--- src/rtl/tpv_pkg.sv ---
package tpv_pkg;

  // Width of the status field carried in the packet's top nibble.
  localparam int unsigned STAT_W = 4;

  // Status codes written into a packet after its check word is compared.
  typedef enum logic [STAT_W-1:0] {
    ST_GOOD = 4'd0,
    ST_BAD  = 4'd2
  } pkt_status_e;

endpackage

--- src/rtl/tpv_crc_engine.sv ---
// Fully unrolled LFSR: one XOR/shift step per data bit, MSB first.
module tpv_crc_engine #(
  parameter int unsigned         DATA_W = 20,
  parameter int unsigned         CRC_W  = 16,
  parameter logic [CRC_W-1:0]    POLY   = 16'h1021,
  parameter logic [CRC_W-1:0]    INIT   = 16'hFFFF
) (
  input  logic [DATA_W-1:0] data,
  output logic [CRC_W-1:0]  crc
);

  logic [CRC_W-1:0] chain [DATA_W+1];

  assign chain[0] = INIT;

  for (genvar i = 0; i < DATA_W; i++) begin : g_step
    logic fb;
    assign fb           = chain[i][CRC_W-1] ^ data[DATA_W-1-i];
    assign chain[i+1]   = {chain[i][CRC_W-2:0], 1'b0} ^ (fb ? POLY : '0);
  end

  assign crc = chain[DATA_W];

endmodule

--- src/rtl/tpv_slot_check.sv ---
// Stage 1 for one minislot: split, recompute, compare, stamp the status.
module tpv_slot_check
  import tpv_pkg::*;
#(
  parameter int unsigned      ID_W  = 16,
  parameter int unsigned      CRC_W = 16,
  parameter logic [CRC_W-1:0] POLY  = 16'h1021,
  parameter logic [CRC_W-1:0] INIT  = 16'hFFFF
) (
  input  logic                            clk,
  input  logic                            rst,
  input  logic                            load,
  input  logic [STAT_W+ID_W+CRC_W-1:0]    msg,
  output logic [STAT_W+ID_W-1:0]          stamped_q
);

  localparam int unsigned PKT_W = STAT_W + ID_W;
  localparam int unsigned MSG_W = PKT_W + CRC_W;

  logic [PKT_W-1:0] pkt;
  logic [CRC_W-1:0] rx_crc;
  logic [CRC_W-1:0] calc_crc;
  logic             match;
  logic [PKT_W-1:0] stamped_d;

  assign pkt    = msg[MSG_W-1:CRC_W];
  assign rx_crc = msg[CRC_W-1:0];

  tpv_crc_engine #(
    .DATA_W (PKT_W),
    .CRC_W  (CRC_W),
    .POLY   (POLY),
    .INIT   (INIT)
  ) u_crc (
    .data (pkt),
    .crc  (calc_crc)
  );

  assign match     = (calc_crc == rx_crc);
  assign stamped_d = {(match ? ST_GOOD : ST_BAD), pkt[ID_W-1:0]};

  always_ff @(posedge clk) begin
    if (rst) begin
      stamped_q <= '0;
    end else if (load) begin
      stamped_q <= stamped_d;
    end
  end

endmodule

--- src/rtl/tpv_status_gate.sv ---
// Stage 2 for one minislot: read the status, strip it, zero a bad slot.
module tpv_status_gate
  import tpv_pkg::*;
#(
  parameter int unsigned ID_W = 16
) (
  input  logic                     clk,
  input  logic                     rst,
  input  logic                     load,
  input  logic [STAT_W+ID_W-1:0]   stamped,
  output logic [ID_W-1:0]          id_q,
  output logic                     err_q
);

  logic [STAT_W-1:0] status;
  logic              bad;

  assign status = stamped[STAT_W+ID_W-1:ID_W];
  assign bad    = (status != ST_GOOD);

  always_ff @(posedge clk) begin
    if (rst) begin
      id_q  <= '0;
      err_q <= 1'b0;
    end else if (load) begin
      id_q  <= bad ? '0 : stamped[ID_W-1:0];
      err_q <= bad;
    end
  end

endmodule

--- src/rtl/tag_pkt_validator.sv ---
module tag_pkt_validator
  import tpv_pkg::*;
#(
  parameter int unsigned      NUM_SLOTS = 4,
  parameter int unsigned      ID_W      = 16,
  parameter int unsigned      CRC_W     = 16,
  parameter logic [CRC_W-1:0] CRC_POLY  = 16'h1021,
  parameter logic [CRC_W-1:0] CRC_INIT  = 16'hFFFF
) (
  input  logic                                      clk,
  input  logic                                      rst,
  input  logic                                      in_valid,
  input  logic [NUM_SLOTS*(STAT_W+ID_W+CRC_W)-1:0]  in_msgs,
  output logic                                      out_valid,
  output logic [NUM_SLOTS*ID_W-1:0]                 out_ids,
  output logic [NUM_SLOTS-1:0]                      out_err
);

  localparam int unsigned PKT_W = STAT_W + ID_W;
  localparam int unsigned MSG_W = PKT_W + CRC_W;

  logic stage1_v;

  always_ff @(posedge clk) begin
    if (rst) begin
      stage1_v  <= 1'b0;
      out_valid <= 1'b0;
    end else begin
      stage1_v  <= in_valid;
      out_valid <= stage1_v;
    end
  end

  for (genvar k = 0; k < NUM_SLOTS; k++) begin : g_slot
    logic [PKT_W-1:0] stamped;

    tpv_slot_check #(
      .ID_W  (ID_W),
      .CRC_W (CRC_W),
      .POLY  (CRC_POLY),
      .INIT  (CRC_INIT)
    ) u_check (
      .clk       (clk),
      .rst       (rst),
      .load      (in_valid),
      .msg       (in_msgs[k*MSG_W +: MSG_W]),
      .stamped_q (stamped)
    );

    tpv_status_gate #(
      .ID_W (ID_W)
    ) u_gate (
      .clk     (clk),
      .rst     (rst),
      .load    (stage1_v),
      .stamped (stamped),
      .id_q    (out_ids[k*ID_W +: ID_W]),
      .err_q   (out_err[k])
    );
  end

endmodule

--- config.mk ---
export PLATFORM = sky130hd
export DESIGN_NAME = tag_pkt_validator
export DESIGN_NICKNAME = d
export VERILOG_FILES = /design/src/rtl/tpv_pkg.sv /design/src/rtl/tpv_crc_engine.sv /design/src/rtl/tpv_slot_check.sv /design/src/rtl/tpv_status_gate.sv /design/src/rtl/tag_pkt_validator.sv
export SDC_FILE = /design/constraint.sdc
export NUM_CORES = 1
export LEC_CHECK = 0
export BUFFER_PORTS_ARGS = -buffer_cell sky130_fd_sc_hd__buf_2
export CORE_MARGIN = 5
export CORE_UTILIZATION = 53
export DETAILED_ROUTE_END_ITERATION = 16
export PLACE_DENSITY = 0.81
export SLEW_MARGIN = 20
export SYNTH_ARGS = -nofsm -noshare
export SYNTH_HDL_FRONTEND = slang
export SYNTH_SLANG_ARGS = --single-unit
--- constraint.sdc ---
create_clock -name clk -period 3.3 [get_ports clk]
set_clock_uncertainty 0.1 [all_clocks]
set_input_delay 0.66 -clock clk [delete_from_list [all_inputs] [get_ports clk]]
set_output_delay 0.66 -clock clk [all_outputs]
set_load 0.02 [all_outputs]
Yosys cells after proc, flatten, opt, wreduce, memory -nomap -nowiden
Cells that the tools add are included.
W data, S select, Z words.
{ "op_classes": {"n_addsub": 0, "mul": 0, "div_mod_pow": 0, "magnitude_cmp": 0, "eq_ne": 4, "n_shift": 0, "muxes": 88, "n_bitwise": 156, "n_reduce_logical": 4} }
{ "ops": {"columns": ["operator", "n"], "rows": [
  ["$xor A16 B13 Y16", 76],
  ["$mux W13", 80],
  ["$xor A1 B1 Y1", 76],
  ["$eq A16 B16 Y1", 4],
  ["$mux W16", 4],
  ["$not A12 Y15", 4],
  ["$reduce_bool A4 Y1", 4],
  ["$mux W2", 4]
]} }
{ "word_totals": {"regBits": 150, "latch_bits": 0, "ram_bits": 0, "rom_bits": 0, "in_bits": 147, "output_inout_bits": 69, "memories": 0} }

Longest topological paths before layout
{ "depth": {"ltp_word": 61, "mapped_depth": 7, "mapped_depth_nobuf": 6} }

By module
From an unflattened synthesis, not the netlist that was laid out.
{ "hier_totals": {"hier_cells": 700, "area_unflattened_um2": 8025.2} }
{ "by_module_without_submodules": {"columns": ["mod", "n_inst", "cells_per_inst", "area_per_inst_um2", "seq_area_each_um2"], "rows": [
  ["tpv_slot_check", 4, 80, 798.3, 340.3],
  ["tpv_status_gate", 4, 44, 600.6, 340.3],
  ["tpv_crc_engine", 4, 50, 594.3, 0.0],
  ["tag_pkt_validator", 1, 4, 52.6, 40.0]
]} }

Worst setup path before layout
No wires, ideal clock.
{ "synth_timing": {"kind": "input-to-reg", "start": "input in_msgs[137]", "end": "register g_slot[3].u_check.stamped_q[17]", "setup_time_ps": 127, "arrival_ps": 2426, "path_slack_ps": 647, "stages": 7, "path_cell_list": "buf_2 -> xnor3_1 -> xnor2_2 -> xor2_1 -> or4_4 -> a2111oi_4 -> a31oi_1"} }
{ "synth_between": {"elab_chain_len": 24, "elab_cells_between_ends": 26} }
{ "synth_lines": {"columns": ["element", "line_no", "text"], "rows": [
  ["start, declared", "tag_pkt_validator.sv:13", "input logic [NUM_SLOTS*(STAT_W+ID_W+CRC_W)-1:0] in_msgs,"],
  ["$xor A1 B1 Y1 (*)", "tpv_crc_engine.sv:18", "assign fb = chain[i][CRC_W-1] ^ data[DATA_W-1-i];"],
  ["$mux W13 (*)", "tpv_crc_engine.sv:19", "assign chain[i+1] = {chain[i][CRC_W-2:0], 1'b0} ^ (fb ? POLY : '0);"],
  ["$xor A16 B13 Y16 (*) (4 in a row)", "tpv_crc_engine.sv:19", null],
  ["$xor A1 B1 Y1", "tpv_crc_engine.sv:18", null],
  ["$mux W13", "tpv_crc_engine.sv:19", null],
  ["$xor A16 B13 Y16 (*) (4 in a row)", "tpv_crc_engine.sv:19", null],
  ["$xor A1 B1 Y1", "tpv_crc_engine.sv:18", null],
  ["$mux W13", "tpv_crc_engine.sv:19", null],
  ["$xor A16 B13 Y16 (*) (4 in a row)", "tpv_crc_engine.sv:19", null],
  ["$xor A1 B1 Y1", "tpv_crc_engine.sv:18", null],
  ["$mux W13", "tpv_crc_engine.sv:19", null],
  ["$xor A16 B13 Y16 (*) (2 in a row)", "tpv_crc_engine.sv:19", null],
  ["$eq A16 B16 Y1 (*)", "tpv_slot_check.sv:39", "assign match = (calc_crc == rx_crc);"],
  ["$mux W2 (*)", "tpv_slot_check.sv:40", "assign stamped_d = {(match ? ST_GOOD : ST_BAD), pkt[ID_W-1:0]};"],
  ["end signal, assigned", "tpv_slot_check.sv:46", "stamped_q <= stamped_d;"],
  ["end, declared", "tpv_slot_check.sv:14", "output logic [STAT_W+ID_W-1:0] stamped_q"]
]} }
Mark *: on every way between the ends. The rest lies on a longest branch, timed or not.
A chain may end at the register's enable or synchronous reset.

Worst setup path in the final report
{ "layout_timing": {"start": "input in_msgs[97]", "end": "register g_slot[2].u_check.stamped_q[17]"} }
{ "layout_between": {"elab_chain_len": 18} }
{ "layout_lines": {"columns": ["element", "line_no"], "rows": [
  ["$xor A1 B1 Y1 (*)", "tpv_crc_engine.sv:18"],
  ["$mux W13 (*)", "tpv_crc_engine.sv:19"],
  ["$xor A16 B13 Y16 (*) (4 in a row)", "tpv_crc_engine.sv:19"],
  ["$xor A1 B1 Y1", "tpv_crc_engine.sv:18"],
  ["$mux W13", "tpv_crc_engine.sv:19"],
  ["$xor A16 B13 Y16 (*) (4 in a row)", "tpv_crc_engine.sv:19"],
  ["$xor A1 B1 Y1", "tpv_crc_engine.sv:18"],
  ["$mux W13", "tpv_crc_engine.sv:19"],
  ["$xor A16 B13 Y16 (*) (2 in a row)", "tpv_crc_engine.sv:19"],
  ["$eq A16 B16 Y1 (*)", "tpv_slot_check.sv:39"],
  ["$mux W2 (*)", "tpv_slot_check.sv:40"],
  ["end signal, assigned", "tpv_slot_check.sv:46"],
  ["end, declared", "tpv_slot_check.sv:14"]
]} }
Marks and branches as above.

==> metrics.txt <==
status=completed; WL/cell=15.88 microns; syn nets=948; critical path arrival=around 2.6 ns; global-route wire length before repair=just under 30000 microns; met2 GRT Util=0.3657; Vias per Instance=~5; DR iter-0 viols=roughly 310; PostCTS Resize Cnt=0; number of I/O pins=216; R2R depth=5; Crit path required time=3.48 ns; vias in the first global route=between 5k and 6k; Post-synth EDFFs=0; R2R setup slack=1.30 ns; H-Tree Depth=4; antenna violations before repair=1; DRC=0; min cycle time layout=2.447 ns; Fin. Hold Viols=0; CTS clk-pin slew, worst paths=0.06 ns; hold buffers post-CTS=0; 1st-pass router iterations=4; multi-input logic area=about 0.0047 sq mm; Cell variety after synth=48; P_leak=about 4.5 nW; clock latency on the worst-skew pair=0.41 ns; CTS max path bufs=2; Die Height=about 130 microns; Syn Inst Count=~800; Area contributors post-synth=dfxtp_1, xnor2_1, mux2i_1; reg-to-reg endpoint=g_slot[3].u_gate.id_q[10]; final net count=around 1.1k; min-delay src=g_slot[2].u_check.stamped_q[8]; worst r2r src=stage1_v; WS Path Type=in2reg; Final GP Congestion=slightly below 1; slew of the pin with the lowest slew margin=between 0.7 and 0.8 ns; hold path endpoint=g_slot[2].u_gate.id_q[8]; HPWL after DPL=between 10000 and 15000 microns; die area=roughly 0.017 sq mm; Vias=around 6.1k; Peak supply drop=roughly 320 uV; crit path capture type=register; Worst Hold Class=reg2reg; final setup TNS=0 ns; top-area cell type share of the netlist area=0.3575; filler cell count=1165; met1 GRT Util=0.2744; antenna cells=0; Synth top cells by count=dfxtp_1, nor2_1, xnor2_1; total gr overflow=0; CTS tree=yes; final hold slack=about 0.38 ns; Port Buf Inserts=215; busiest grt layer=met2; synthesized area per cell=about 9.6 sq um; Max-slew headroom=0.4702; pin count of the biggest net entering global routing=76; Seq cells post-synth=around 140; total number of yosys warnings=0; predominant post-synthesis flop cell=dfxtp_1; die span in x=between 100 and 150 microns; core area=between 0.01 and 0.015 sq mm; Area Growth Syn to Fin=22.62%; maximum fanout along the worst path=4; grt met3 use=0.05813; leading area contributor after synthesis=dfxtp_1; RSZ-0062 raised after global routing=false; Final setup viols=0; Post-Route Utilization=0.6569; Cell Pwr Density=a little over 500 mW/mm^2; CTS buffer count=17; drt total wl=roughly 19000 microns; Setup Buffers After CTS=0; register area=approximately 0.0028 sq mm; Post-DRT Antenna Nets=0; maxcap violations=0; share of cells above drive strength 1=0.2698; crit path launch type=input port; Tcrit/Tclk final=0.7415; post-synthesis sequential area ratio=0.3575; Tot GR Track Use=0.2178; # rows=44; Worst Hold Depth=2; Pins Over Slew Limit=0; CTS root buf=clkbuf_16; Async SR Flop Fraction=0; Initial Utilization=0.5357; synthesized area=about 0.0077 sq mm; Sinks on Clock Net=around 140; Max Fclk=about 400 MHz
where the power goes:
part | total (mW) | switching (mW) | internal [mW]
sequential | 1.78 | 0.0405 | 1.74
clock | 1.87 | 0.729 | 1.14
combinational | 1.23 | 0.609 | 0.617
state kept, by name, indices dropped and copies added, names as in the netlist:
register	count
stage1_v	1
out_valid	1
g_slot.u_check.stamped_q	68
g_slot.u_gate.err_q	4
g_slot.u_gate.id_q	64
metal layers:
layer / share of wire / up-vias
met2: 0.48 / 188
met5: 0.00069 / -
met1: 0.43 / 2859
met3: 0.074 / 31
met4: 0.015 / 2
li1: - / 3049
cells in the final DEF (no fill, tap or decap), types with 3 or more instances in the layout:
cell type,n
a21oi_1,68
a31oi_1,5
and2_1,4
and3_1,6
buf_2,213
buf_4,13
clkbuf_16,17
clkinv_4,3
clkinvlp_4,4
dfxtp_1,137
mux2i_1,74
nand2_1,7
nand3_1,8
nand4_1,3
nor2_1,138
nor2b_1,70
nor3_1,9
o21bai_1,4
or3_1,8
xnor2_1,102
xnor2_2,6
xnor3_1,31
xor2_1,37
xor3_1,4
through the flow:
stage / total power, mW / instance area [sq um] / cells / worst slack, ns
final: 4.868 / 9475 / 1192 / 0.8530
after global routing: 5.090 / 9475 / 1192 / 0.7600
after CTS: 4.903 / 9475 / 1192 / 0.9025
after detailed placement: 3.028 / 8889 / 1160 / 0.4722
after global placement: 2.999 / 8889 / 1160 / 0.5514
after floorplan: 2.734 / 7727 / 801 / 0.6467
cells by family after synthesis:
family / count (synthesis) / synth area share
compound gates: 91 / 0.06801
xor+xnor: 183 / 0.2814
buf+inv: 54 / 0.03384
flops: 138 / 0.3575
mux: 74 / 0.09585
simple gates: 261 / 0.1634
area by class of cell:
type | count | area share
multi-input cells | 609 | 0.4964
flip-flops and latches | 138 | 0.2917
repair buffers | 227 | 0.1249
clock buffers | 19 | 0.04675
well taps | 184 | 0.02430
clock inverters | 13 | 0.01519
inverters | 2 | 0.0007923
critical path, stage by stage:
cell and delay (ns):
buf_2 0.14, xnor3_1 0.35, xnor2_1 0.38, xor2_1 0.15
or4_1 0.53, a221oi_1 0.31, a31oi_1 0.11
how the worst max path moves through the flow:
stage	from	to	slack, ns	depth (start not counted)
finish	in_msgs[97]	g_slot[2].u_check.stamped_q[17]	0.85	7
global route	in_msgs[93]	g_slot[2].u_check.stamped_q[17]	0.76	7
CTS	in_msgs[97]	g_slot[2].u_check.stamped_q[17]	0.90	7
detailed placement	in_msgs[97]	g_slot[2].u_check.stamped_q[17]	0.47	7
global placement	in_msgs[93]	g_slot[2].u_check.stamped_q[17]	0.55	7
floorplan	in_msgs[137]	g_slot[3].u_check.stamped_q[17]	0.65	7
(Power assumes the default switching activity.)
